File: src/rtl/urb_pkg.sv
package urb_pkg;
  localparam int unsigned SLOT_W = 4;
  localparam int unsigned NSLOT  = 1 << SLOT_W;
  localparam int unsigned WORD_W = 32;
  localparam int unsigned CFG_W  = 7;
  localparam int unsigned NCH    = 2;

  localparam logic [SLOT_W-1:0] IDX_LINE = 4'd0;
  localparam logic [SLOT_W-1:0] IDX_MODE = 4'd1;
  localparam logic [SLOT_W-1:0] IDX_STAT = 4'd4;
  localparam logic [SLOT_W-1:0] IDX_ERR  = 4'd5;
  localparam logic [SLOT_W-1:0] IDX_TXB  = 4'd8;
  localparam logic [SLOT_W-1:0] IDX_RXB  = 4'd9;
  localparam logic [SLOT_W-1:0] IDX_BAUD = 4'd10;

  typedef enum logic [1:0] {
    REQ_OFF = 2'd0,
    REQ_IRQ = 2'd1,
    REQ_CH0 = 2'd2,
    REQ_CH1 = 2'd3
  } req_mode_e;

  typedef struct packed {
    logic       infrared;
    logic [2:0] parity;
    logic       two_stop;
    logic [1:0] word_len;
  } line_cfg_t;

  typedef struct packed {
    logic      stat_ie;
    logic      loopback;
    logic      send_break;
    req_mode_e tx_mode;
    req_mode_e rx_mode;
  } mode_cfg_t;

  function automatic logic slot_mapped(input logic [SLOT_W-1:0] idx);
    return (idx == IDX_LINE) || (idx == IDX_MODE) || (idx == IDX_STAT) ||
           (idx == IDX_ERR)  || (idx == IDX_TXB)  || (idx == IDX_RXB)  ||
           (idx == IDX_BAUD);
  endfunction
endpackage

File: src/rtl/urb_decode.sv
module urb_decode
  import urb_pkg::*;
#(
  parameter int unsigned N = NSLOT
) (
  input  logic              valid,
  input  logic              write,
  input  logic [SLOT_W-1:0] index,
  output logic [N-1:0]      wr_sel,
  output logic [N-1:0]      rd_sel
);
  for (genvar s = 0; s < N; s++) begin : g_slot
    localparam logic [SLOT_W-1:0] SLOT = SLOT_W'(s);
    logic hit;
    assign hit       = valid && (index == SLOT);
    assign wr_sel[s] = hit && write;
    assign rd_sel[s] = hit && !write;
  end
endmodule

File: src/rtl/urb_cfg.sv
module urb_cfg
  import urb_pkg::*;
#(
  parameter int unsigned DIV_W = 32
) (
  input  logic             clk,
  input  logic             rst_n,
  input  logic             wr_line,
  input  logic             wr_mode,
  input  logic             wr_baud,
  input  logic [CFG_W-1:0] wdata_cfg,
  input  logic [DIV_W-1:0] wdata_div,
  output line_cfg_t        line_q,
  output mode_cfg_t        mode_q,
  output logic [DIV_W-1:0] baud_q
);
  line_cfg_t        line_d;
  mode_cfg_t        mode_d;
  logic [DIV_W-1:0] baud_d;

  always_comb begin
    line_d = line_q;
    mode_d = mode_q;
    baud_d = baud_q;
    if (wr_line) line_d = line_cfg_t'(wdata_cfg);
    if (wr_mode) mode_d = mode_cfg_t'(wdata_cfg);
    if (wr_baud) baud_d = wdata_div;
  end

  always_ff @(posedge clk or negedge rst_n) begin
    if (!rst_n) begin
      line_q <= '0;
      mode_q <= '0;
      baud_q <= '0;
    end else begin
      if (wr_line) line_q <= line_d;
      if (wr_mode) mode_q <= mode_d;
      if (wr_baud) baud_q <= baud_d;
    end
  end

  AST_MODE_WRITE_TAKES: assert property (@(posedge clk) disable iff (!rst_n)
    wr_mode |=> (mode_q == mode_cfg_t'($past(wdata_cfg))));
endmodule

File: src/rtl/urb_flags.sv
module urb_flags #(
  parameter int unsigned DATA_W = 8
) (
  input  logic              clk,
  input  logic              rst_n,
  input  logic              wr_txb,
  input  logic              rd_rxb,
  input  logic              rd_err,
  input  logic [DATA_W-1:0] wdata_byte,
  input  logic              tx_taken,
  input  logic              tx_shift_idle,
  input  logic              rx_push,
  input  logic [DATA_W-1:0] rx_byte,
  input  logic              rx_parity_err,
  input  logic              rx_frame_err,
  input  logic              rx_break,
  output logic              rx_ready_q,
  output logic              tx_empty_q,
  output logic              tx_done_q,
  output logic [3:0]        err_q,
  output logic [DATA_W-1:0] rx_buf_q,
  output logic [DATA_W-1:0] tx_buf_q
);
  logic       rx_ready_d, tx_empty_d, tx_done_d;
  logic [3:0] err_d;
  logic       overrun_hit;
  logic       err_en;

  assign overrun_hit = rx_push && rx_ready_q && !rd_rxb;
  assign err_en      = rd_err || overrun_hit || rx_parity_err || rx_frame_err || rx_break;

  always_comb begin
    rx_ready_d = rx_ready_q;
    if (rd_rxb)  rx_ready_d = 1'b0;
    if (rx_push) rx_ready_d = 1'b1;

    err_d = rd_err ? 4'b0000 : err_q;
    err_d = err_d | {rx_break, rx_frame_err, rx_parity_err, overrun_hit};

    tx_empty_d = tx_empty_q;
    tx_done_d  = tx_done_q;
    if (wr_txb) begin
      tx_empty_d = 1'b0;
      tx_done_d  = 1'b0;
    end else begin
      if (tx_taken)                  tx_empty_d = 1'b1;
      if (tx_shift_idle && tx_empty_q) tx_done_d = 1'b1;
    end
  end

  always_ff @(posedge clk or negedge rst_n) begin
    if (!rst_n) begin
      rx_ready_q <= 1'b0;
      tx_empty_q <= 1'b1;
      tx_done_q  <= 1'b1;
      err_q      <= '0;
      rx_buf_q   <= '0;
      tx_buf_q   <= '0;
    end else begin
      rx_ready_q <= rx_ready_d;
      tx_empty_q <= tx_empty_d;
      tx_done_q  <= tx_done_d;
      if (err_en)  err_q    <= err_d;
      if (rx_push) rx_buf_q <= rx_byte;
      if (wr_txb)  tx_buf_q <= wdata_byte;
    end
  end

  AST_RXB_READ_CLEARS: assert property (@(posedge clk) disable iff (!rst_n)
    (rd_rxb && !rx_push) |=> !rx_ready_q);
  AST_TXB_WRITE_CLEARS: assert property (@(posedge clk) disable iff (!rst_n)
    wr_txb |=> (!tx_empty_q && !tx_done_q));
  AST_OVERRUN_FLAG: assert property (@(posedge clk) disable iff (!rst_n)
    (rx_push && rx_ready_q && !rd_rxb) |=> err_q[0]);
  AST_ERR_READ_CLEARS: assert property (@(posedge clk) disable iff (!rst_n)
    (rd_err && !rx_push && !rx_parity_err && !rx_frame_err && !rx_break) |=> (err_q == 4'b0000));
endmodule

File: src/rtl/urb_req.sv
module urb_req
  import urb_pkg::*;
(
  input  req_mode_e      rx_mode,
  input  req_mode_e      tx_mode,
  input  logic           stat_ie,
  input  logic           rx_ready,
  input  logic           tx_empty,
  input  logic           err_any,
  output logic           irq,
  output logic [NCH-1:0] rx_dma,
  output logic [NCH-1:0] tx_dma
);
  for (genvar c = 0; c < NCH; c++) begin : g_chan
    localparam logic [1:0] CODE = 2'(int'(REQ_CH0) + c);
    assign rx_dma[c] = rx_ready && (rx_mode == req_mode_e'(CODE));
    assign tx_dma[c] = tx_empty && (tx_mode == req_mode_e'(CODE));
  end

  assign irq = (rx_ready && (rx_mode == REQ_IRQ)) ||
               (tx_empty && (tx_mode == REQ_IRQ)) ||
               (stat_ie && err_any);
endmodule

File: src/rtl/uart_regbank.sv
module uart_regbank
  import urb_pkg::*;
#(
  parameter int unsigned DIV_W  = 32,
  parameter int unsigned DATA_W = 8
) (
  input  logic              clk,
  input  logic              rst_n,
  input  logic              bus_valid,
  input  logic              bus_write,
  input  logic [3:0]        bus_index,
  input  logic [31:0]       bus_wdata,
  output logic [31:0]       bus_rdata,
  output logic              bus_rvalid,
  output logic [1:0]        line_word_len,
  output logic              line_two_stop,
  output logic [2:0]        line_parity,
  output logic              line_infrared,
  output logic              send_break,
  output logic              loopback,
  output logic [DIV_W-1:0]  baud_div,
  output logic [DATA_W-1:0] tx_data,
  output logic              tx_pending,
  input  logic              tx_taken,
  input  logic              tx_shift_idle,
  input  logic              rx_push,
  input  logic [DATA_W-1:0] rx_byte,
  input  logic              rx_parity_err,
  input  logic              rx_frame_err,
  input  logic              rx_break,
  output logic              irq,
  output logic [1:0]        rx_dma_req,
  output logic [1:0]        tx_dma_req
);
  logic [1:0] rst_pipe;
  logic       rst_sync_n;

  always_ff @(posedge clk or negedge rst_n) begin
    if (!rst_n) rst_pipe <= 2'b00;
    else        rst_pipe <= {rst_pipe[0], 1'b1};
  end
  assign rst_sync_n = rst_pipe[1];

  logic [NSLOT-1:0] wr_sel, rd_sel;

  urb_decode #(.N(NSLOT)) u_decode (
    .valid (bus_valid),
    .write (bus_write),
    .index (bus_index),
    .wr_sel(wr_sel),
    .rd_sel(rd_sel)
  );

  line_cfg_t        line_q;
  mode_cfg_t        mode_q;
  logic [DIV_W-1:0] baud_q;

  urb_cfg #(.DIV_W(DIV_W)) u_cfg (
    .clk      (clk),
    .rst_n    (rst_sync_n),
    .wr_line  (wr_sel[IDX_LINE]),
    .wr_mode  (wr_sel[IDX_MODE]),
    .wr_baud  (wr_sel[IDX_BAUD]),
    .wdata_cfg(bus_wdata[CFG_W-1:0]),
    .wdata_div(bus_wdata[DIV_W-1:0]),
    .line_q   (line_q),
    .mode_q   (mode_q),
    .baud_q   (baud_q)
  );

  logic              rx_ready, tx_empty, tx_done;
  logic [3:0]        err_q;
  logic [DATA_W-1:0] rx_buf, tx_buf;

  urb_flags #(.DATA_W(DATA_W)) u_flags (
    .clk          (clk),
    .rst_n        (rst_sync_n),
    .wr_txb       (wr_sel[IDX_TXB]),
    .rd_rxb       (rd_sel[IDX_RXB]),
    .rd_err       (rd_sel[IDX_ERR]),
    .wdata_byte   (bus_wdata[DATA_W-1:0]),
    .tx_taken     (tx_taken),
    .tx_shift_idle(tx_shift_idle),
    .rx_push      (rx_push),
    .rx_byte      (rx_byte),
    .rx_parity_err(rx_parity_err),
    .rx_frame_err (rx_frame_err),
    .rx_break     (rx_break),
    .rx_ready_q   (rx_ready),
    .tx_empty_q   (tx_empty),
    .tx_done_q    (tx_done),
    .err_q        (err_q),
    .rx_buf_q     (rx_buf),
    .tx_buf_q     (tx_buf)
  );

  urb_req u_req (
    .rx_mode (mode_q.rx_mode),
    .tx_mode (mode_q.tx_mode),
    .stat_ie (mode_q.stat_ie),
    .rx_ready(rx_ready),
    .tx_empty(tx_empty),
    .err_any (|err_q),
    .irq     (irq),
    .rx_dma  (rx_dma_req),
    .tx_dma  (tx_dma_req)
  );

  logic [31:0] rdata_d;
  logic        rd_en;
  logic [31:0] rdata_q;
  logic        rvalid_q;

  assign rd_en = bus_valid && !bus_write;

  always_comb begin
    rdata_d = '0;
    unique case (bus_index)
      IDX_LINE: rdata_d = 32'(line_q);
      IDX_MODE: rdata_d = 32'(mode_q);
      IDX_STAT: rdata_d = {29'b0, tx_done, tx_empty, rx_ready};
      IDX_ERR:  rdata_d = {28'b0, err_q};
      IDX_TXB:  rdata_d = 32'(tx_buf);
      IDX_RXB:  rdata_d = 32'(rx_buf);
      IDX_BAUD: rdata_d = 32'(baud_q);
      default:  rdata_d = '0;
    endcase
  end

  always_ff @(posedge clk or negedge rst_sync_n) begin
    if (!rst_sync_n) begin
      rdata_q  <= '0;
      rvalid_q <= 1'b0;
    end else begin
      rvalid_q <= rd_en;
      if (rd_en) rdata_q <= rdata_d;
    end
  end

  assign bus_rdata     = rdata_q;
  assign bus_rvalid    = rvalid_q;
  assign line_word_len = line_q.word_len;
  assign line_two_stop = line_q.two_stop;
  assign line_parity   = line_q.parity;
  assign line_infrared = line_q.infrared;
  assign send_break    = mode_q.send_break;
  assign loopback      = mode_q.loopback;
  assign baud_div      = baud_q;
  assign tx_data       = tx_buf;
  assign tx_pending    = !tx_empty;

  AST_RVALID_FOLLOWS: assert property (@(posedge clk) disable iff (!rst_sync_n)
    (bus_valid && !bus_write) |=> bus_rvalid);
  AST_UNMAPPED_ZERO: assert property (@(posedge clk) disable iff (!rst_sync_n)
    (bus_valid && !bus_write && !slot_mapped(bus_index)) |=> (bus_rdata == 32'd0));
  AST_RX_OFF_QUIET: assert property (@(posedge clk) disable iff (!rst_sync_n)
    (bus_valid && bus_write && bus_index == IDX_MODE && bus_wdata[1:0] == 2'b00) |=> (rx_dma_req == 2'b00));
  AST_TX_OFF_QUIET: assert property (@(posedge clk) disable iff (!rst_sync_n)
    (bus_valid && bus_write && bus_index == IDX_MODE && bus_wdata[3:2] == 2'b00) |=> (tx_dma_req == 2'b00));
  AST_DMA_EXCLUSIVE: assert property (@(posedge clk) disable iff (!rst_sync_n)
    $onehot0(rx_dma_req) && $onehot0(tx_dma_req));
endmodule

File: config.mk
export PLATFORM = sky130hd
export DESIGN_NAME = uart_regbank
export DESIGN_NICKNAME = d
export VERILOG_FILES = /design/src/rtl/urb_pkg.sv /design/src/rtl/urb_decode.sv /design/src/rtl/urb_cfg.sv /design/src/rtl/urb_flags.sv /design/src/rtl/urb_req.sv /design/src/rtl/uart_regbank.sv
export SDC_FILE = /design/constraint.sdc
export NUM_CORES = 1
export LEC_CHECK = 0
export ABC_AREA = 1
export BUFFER_PORTS_ARGS = -buffer_cell sky130_fd_sc_hd__buf_4
export CAP_MARGIN = 20
export CORE_MARGIN = 2
export CORE_UTILIZATION = 45
export CTS_BUF_LIST = sky130_fd_sc_hd__clkbuf_2 sky130_fd_sc_hd__clkbuf_4 sky130_fd_sc_hd__clkbuf_8
export DETAILED_ROUTE_END_ITERATION = 10
export PLACE_DENSITY = 0.72
export SYNTH_ARGS = -nofsm -noshare
export SYNTH_HDL_FRONTEND = slang
export SYNTH_SLANG_ARGS = --single-unit
File: constraint.sdc
create_clock -name clk -period 3.4 [get_ports clk]
set_input_delay 0.17 -clock clk [delete_from_list [all_inputs] [get_ports clk]]
set_output_delay 0.17 -clock clk [all_outputs]
set_load 0.05 [all_outputs]
# Word-level counts from Yosys, hierarchy flattened
# Index checks and enable logic that the tools add are counted.
# word_totals
reg_bits	104
in_bits	54
out_inout_bits	88
# op_classes
eq_ne	12
n_mux	8
bitwise	1
reduce_logical	37
# ops
cell	count
one-hot mux 32 bit (7 select lines)	1
logical AND 1 bit	23
equality test 4 bit, second input constant	3
equality test 2 bit, second input constant	4
equality test 4 x 3 -> 1 bit, second input constant	2
logical OR 1 bit	6
2-to-1 mux 1 bit	6
nonzero test 2 bit	3
equality test 2 x 1 -> 1 bit, second input constant	2
equality test 4 x 1 -> 1 bit, second input constant	1
zero test 4 bit	1
2-to-1 mux 4 bit	1
bitwise OR 4 bit	1
OR reduction 4 bit	1
zero test 1 bit	3

# Longest topological paths before layout
# depth
depth_word	9
mapped_depth	9
ltp_nobuf	8

# Hierarchy
# A second synthesis with hierarchy kept.
# hier_totals
hier_cells	617
area_unflattened_um2	4903.5
# by_module_without_submodules
module	instances	cells_per_inst	area_each_um2
uart_regbank	1	254	1826.8
urb_cfg	1	196	1820.5
urb_flags	1	89	880.8
urb_decode	1	64	312.8
urb_req	1	14	62.6

# Worst setup path after synthesis
# No wires, ideal clock.
# synth_timing
path_type	register to output
start	reg u_flags.rx_ready_q
end	out irq
arrival_time_ps	2249
slack_ps	981
stages_incl_launch_ff	3
path_buffers	0
cell_sequence	dfrtp_1 inv_1 o311ai_0
# synth_via
elab_chain_len	3
# synth_rtl
item	line_no	source
start: declaration	urb_flags.sv:17	output logic rx_ready_q,
start signal: assignment	urb_flags.sv:60	rx_ready_q <= rx_ready_d;
logical AND 1 bit	urb_req.sv:20	assign irq = (rx_ready && (rx_mode == REQ_IRQ)) ||
logical OR 1 bit	urb_req.sv:20	
logical OR 1 bit	urb_req.sv:21	(tx_empty && (tx_mode == REQ_IRQ)) ||
end: declaration	uart_regbank.sv:31	output logic irq,
# Every way passes these cells.

# Final worst setup path
# layout_timing
start	in bus_index[3]
end	reg u_cfg.baud_q[28]
# layout_via
elab_chain_len	3
# layout_rtl
item	line_no	source
start: declaration	uart_regbank.sv:11	input logic [3:0] bus_index,
equality test 4 bit	urb_decode.sv:15	assign hit = valid && (index == SLOT);
logical AND 1 bit	urb_decode.sv:15	
logical AND 1 bit	urb_decode.sv:16	assign wr_sel[s] = hit && write;
end signal: assignment	urb_cfg.sv:38	if (wr_baud) baud_q <= baud_d;
end: declaration	urb_cfg.sv:15	output logic [DIV_W-1:0] baud_q
# Every way passes these cells.
# A chain may end at the register's enable or synchronous reset.

==> insert_results.sql <==
INSERT INTO impl_metrics (metric_group, metric, value, unit) VALUES
('place', 'number_of_placed_instances_with_taps_included', '782', ''),
('worst_setup_path', 'critPathTopFamily', 'simple AND/OR/NAND/NOR gates', ''),
('logic_synthesis', 'syn_inst', '529', ''),
('worst_setup_path', 'worst_ep_arrival_time', '2330', 'ps'),
('cts', 'cts.reportedPaths.clkPinSlew', '90', 'ps'),
('die', 'fp.dieH', '104', 'um'),
('logic_synthesis', 'synth-main-ff-cell', 'dfrtp_1', ''),
('logic_synthesis', 'synth-seq-area-share', '0.584', ''),
('power', 'p_leak', '3.14', 'nW'),
('logic_synthesis', 'mappedNetlistArea', '4460', 'um^2'),
('logic_synthesis', 'synthTopCellsByArea', 'dfrtp_1, nand2_1, nand3_1, o21ai_0, inv_1', ''),
('sta', 'timing.final.ws_setup', '1300', 'ps'),
('outcome', 'outcome', 'complete, no violations', ''),
('sta', 'layout_worst_path_cycle_share', '0.617', ''),
('logic_synthesis', 'ys_warn_count', '0', ''),
('routing', 'viasPerCell', '4.95', ''),
('cts', 'cts_root_buffer', 'clkbuf_8', ''),
('worst_hold_path', 'worstHoldPathType', 'in2reg', ''),
('power', 'clkPwrFrac', '0.215', ''),
('global_route', 'overflow', '0', ''),
('die', 'io_pins', '142', ''),
('global_route', 'groute.usage.overall', '0.224', ''),
('finish', 'post-route-cell-area', '5900', 'um^2'),
('routing', 'drt_drc_violations_left', '0', ''),
('routing', 'detail_route.wl_per_cell', '14.7', 'um'),
('worst_setup_path', 'critical_path.slowest_cell', 'nand2_2', ''),
('cts', 'clock-sinks', '104', ''),
('finish', 'final_cell_count_no_fill', '809', ''),
('cts', 'clock_insertion_delay_worst_skew', '360', 'ps'),
('power', 'post-layout-total-power', '3.36', 'mW'),
('power', 'ir_worst_vdd', '0.000389', 'V'),
('finish', 'layout-drive-gt1-share', '0.266', ''),
('power', 'share_comb_of_total_power', '0.326', ''),
('sta', 'min_period', '2100', 'ps'),
('place', 'place.port_buffers', '141', ''),
('worst_setup_path', 'cp_cell_sequence', 'buf_4, inv_2, nor2_4, nand2_2, inv_2, nand2_2, nor2_1, a21oi_2', ''),
('routing', 'drtAntennaViolNets', '0', ''),
('cts', 'tritoncts_buffers', '9', ''),
('global_route', 'grt_max_degree', '52', ''),
('sta', 'totalNegativeSetupSlack', '0', 'ps'),
('routing', 'detailroute.via_count', '4006', ''),
('die', 'core', '9680', 'um^2'),
('sta', 'max_slew.worst_pin.slew', '1020', 'ps'),
('cts', 'cts_tree', 'yes', ''),
('logic_synthesis', 'synth-edff-count', '0', ''),
('power', 'total_switching_power', '1.36', 'mW'),
('worst_setup_path', 'critical_path_required', '3630', 'ps'),
('logic_synthesis', 'synth_commonest_cells', 'nand2_1, dfrtp_1, nand3_1', ''),
('finish', 'layout.core_utilization', '0.609', ''),
('sta', 'finalHoldViolCount', '0', ''),
('sta', 'skew', '7.78', 'ps'),
('sta', 'drv_slew', '0', ''),
('logic_synthesis', 'netlist-cell-type-count', '22', ''),
('logic_synthesis', 'synthDominantCellAreaShare', '0.573', ''),
('flow_run', 'drv_cap', '0', ''),
('global_route', 'first_global_vias', '3723', ''),
('die', 'starting_density_of_the_core', '0.460', ''),
('place', 'placed_cell_area', '5610', 'um^2'),
('global_route', 'wire_length_of_the_first_global_routing_pass', '19100', 'um'),
('sta', 'max_clock_freq', '0.476', 'GHz'),
('sta', 'hold-worst-slack', '24.8', 'ps'),
('power', 'cellPowerDensity', '569', 'nW/um^2'),
('cts', 'number_of_h_tree_levels', '3', ''),
('finish', 'layout_area_overhead', '32.3', '%'),
('routing', 'number_of_drc_violations_after_detailed_routing_iteration_0', '319', ''),
('worst_setup_path', 'setup.worst_path.start_class', 'primary input', ''),
('power', 'cellInternalPower', '2.00', 'mW'),
('logic_synthesis', 'yosys.cell_count.top_type', 'nand2_1', ''),
('cts', 'ctsLongestPathBuffers', '2', ''),
('logic_synthesis', 'synthArstFlopShare', '1.00', ''),
('routing', 'finalWirelength', '11900', 'um');
-- cell type report --
cell class | count | area, um^2
fillers | 889 | 3790
flip-flops and latches | 104 | 2610
multi-input cells | 353 | 1570
repair buffers | 155 | 1190
inverters | 48 | 180
well taps | 133 | 166
clock buffers | 10 | 131
clock inverters | 6 | 53.8
-- path summary, 6_finish.rpt --
kind	start	to	slack (ps)	cells past startpoint
worst max register to register	rst_pipe[1]$_DFF_PN0_	u_cfg.baud_q[25]$_DFFE_PN0P_	2240	1
max in group asynchronous	rst_pipe[1]$_DFF_PN0_	u_cfg.baud_q[25]$_DFFE_PN0P_	2240	1
worst min register to register	rst_pipe[1]$_DFF_PN0_	u_cfg.line_q[5]$_DFFE_PN0P_	370	0
min in group asynchronous	rst_n	rst_pipe[1]$_DFF_PN0_	100	2
worst max-delay path	bus_index[3]	u_cfg.baud_q[28]$_DFFE_PN0P_	1300	8
worst min-delay path	rx_byte[7]	u_flags.rx_buf_q[7]$_DFFE_PN0P_	20	3
-- placed cells by master, fill, tap and decap left out, drive strengths merged --
cell,netlist,layout
nand3,60,60
conb,1,1
o22ai,1,1
a21oi,3,3
nor4,2,2
o311ai,1,1
o21bai,3,3
nand2,187,187
buf,11,146
o21ai,65,65
dfstp,2,2
o31ai,3,3
nor3,4,4
clkinv,0,1
clkinvlp,0,3
inv,48,50
dfrtp,102,102
nor2,23,23
clkbuf,13,10
dlygate4sd3,0,9
-- power groups by stage --
| stage | clock network, mW | registers [mW] | logic, mW |
|---|---|---|---|
| CTS | 0.754 | 1.54 | 1.10 |
| finish | 0.723 | 1.54 | 1.09 |
| global route | 0.793 | 1.56 | 1.15 |
| detailed placement | 0 | 1.56 | 1.09 |
| global placement | 0 | 1.56 | 1.08 |
| floorplan | 0 | 2.00 | 0.253 |
-- kinds of logic after synthesis --
group / count (synthesis) / share of synthesized area
compound gates: 76 / 0.0923
flops: 104 / 0.584
simple gates: 276 / 0.259
other cells: 1 / 0.000841
buf+inv: 72 / 0.0637
-- repair_timing --
item | 4_1_cts | 5_1_grt
resized for setup | 0 | 0
hold endpoints to repair | 10 | 0
hold buffers | 9 | 0
-- state kept, by name, summed over array words and instances (netlist names) --
name and flops:
u_flags.tx_buf_q 8, u_flags.tx_empty_q 1, bus_rvalid 1, u_cfg.baud_q 32, u_cfg.line_q 7, u_flags.rx_ready_q 1, rst_pipe 2, u_cfg.mode_q 7
u_flags.tx_done_q 1, bus_rdata 32, u_flags.err_q 4, u_flags.rx_buf_q 8
-- routing by layer --
layer  routed length (um)  up-vias  track usage
met3                  834       22       0.0453
met1                 5070     1869        0.307
met5                    0        -            0
met2                 5760      145        0.350
li1                     -     1970            -
met4                  258        0       0.0917
Power figures use the tool's default switching activity.
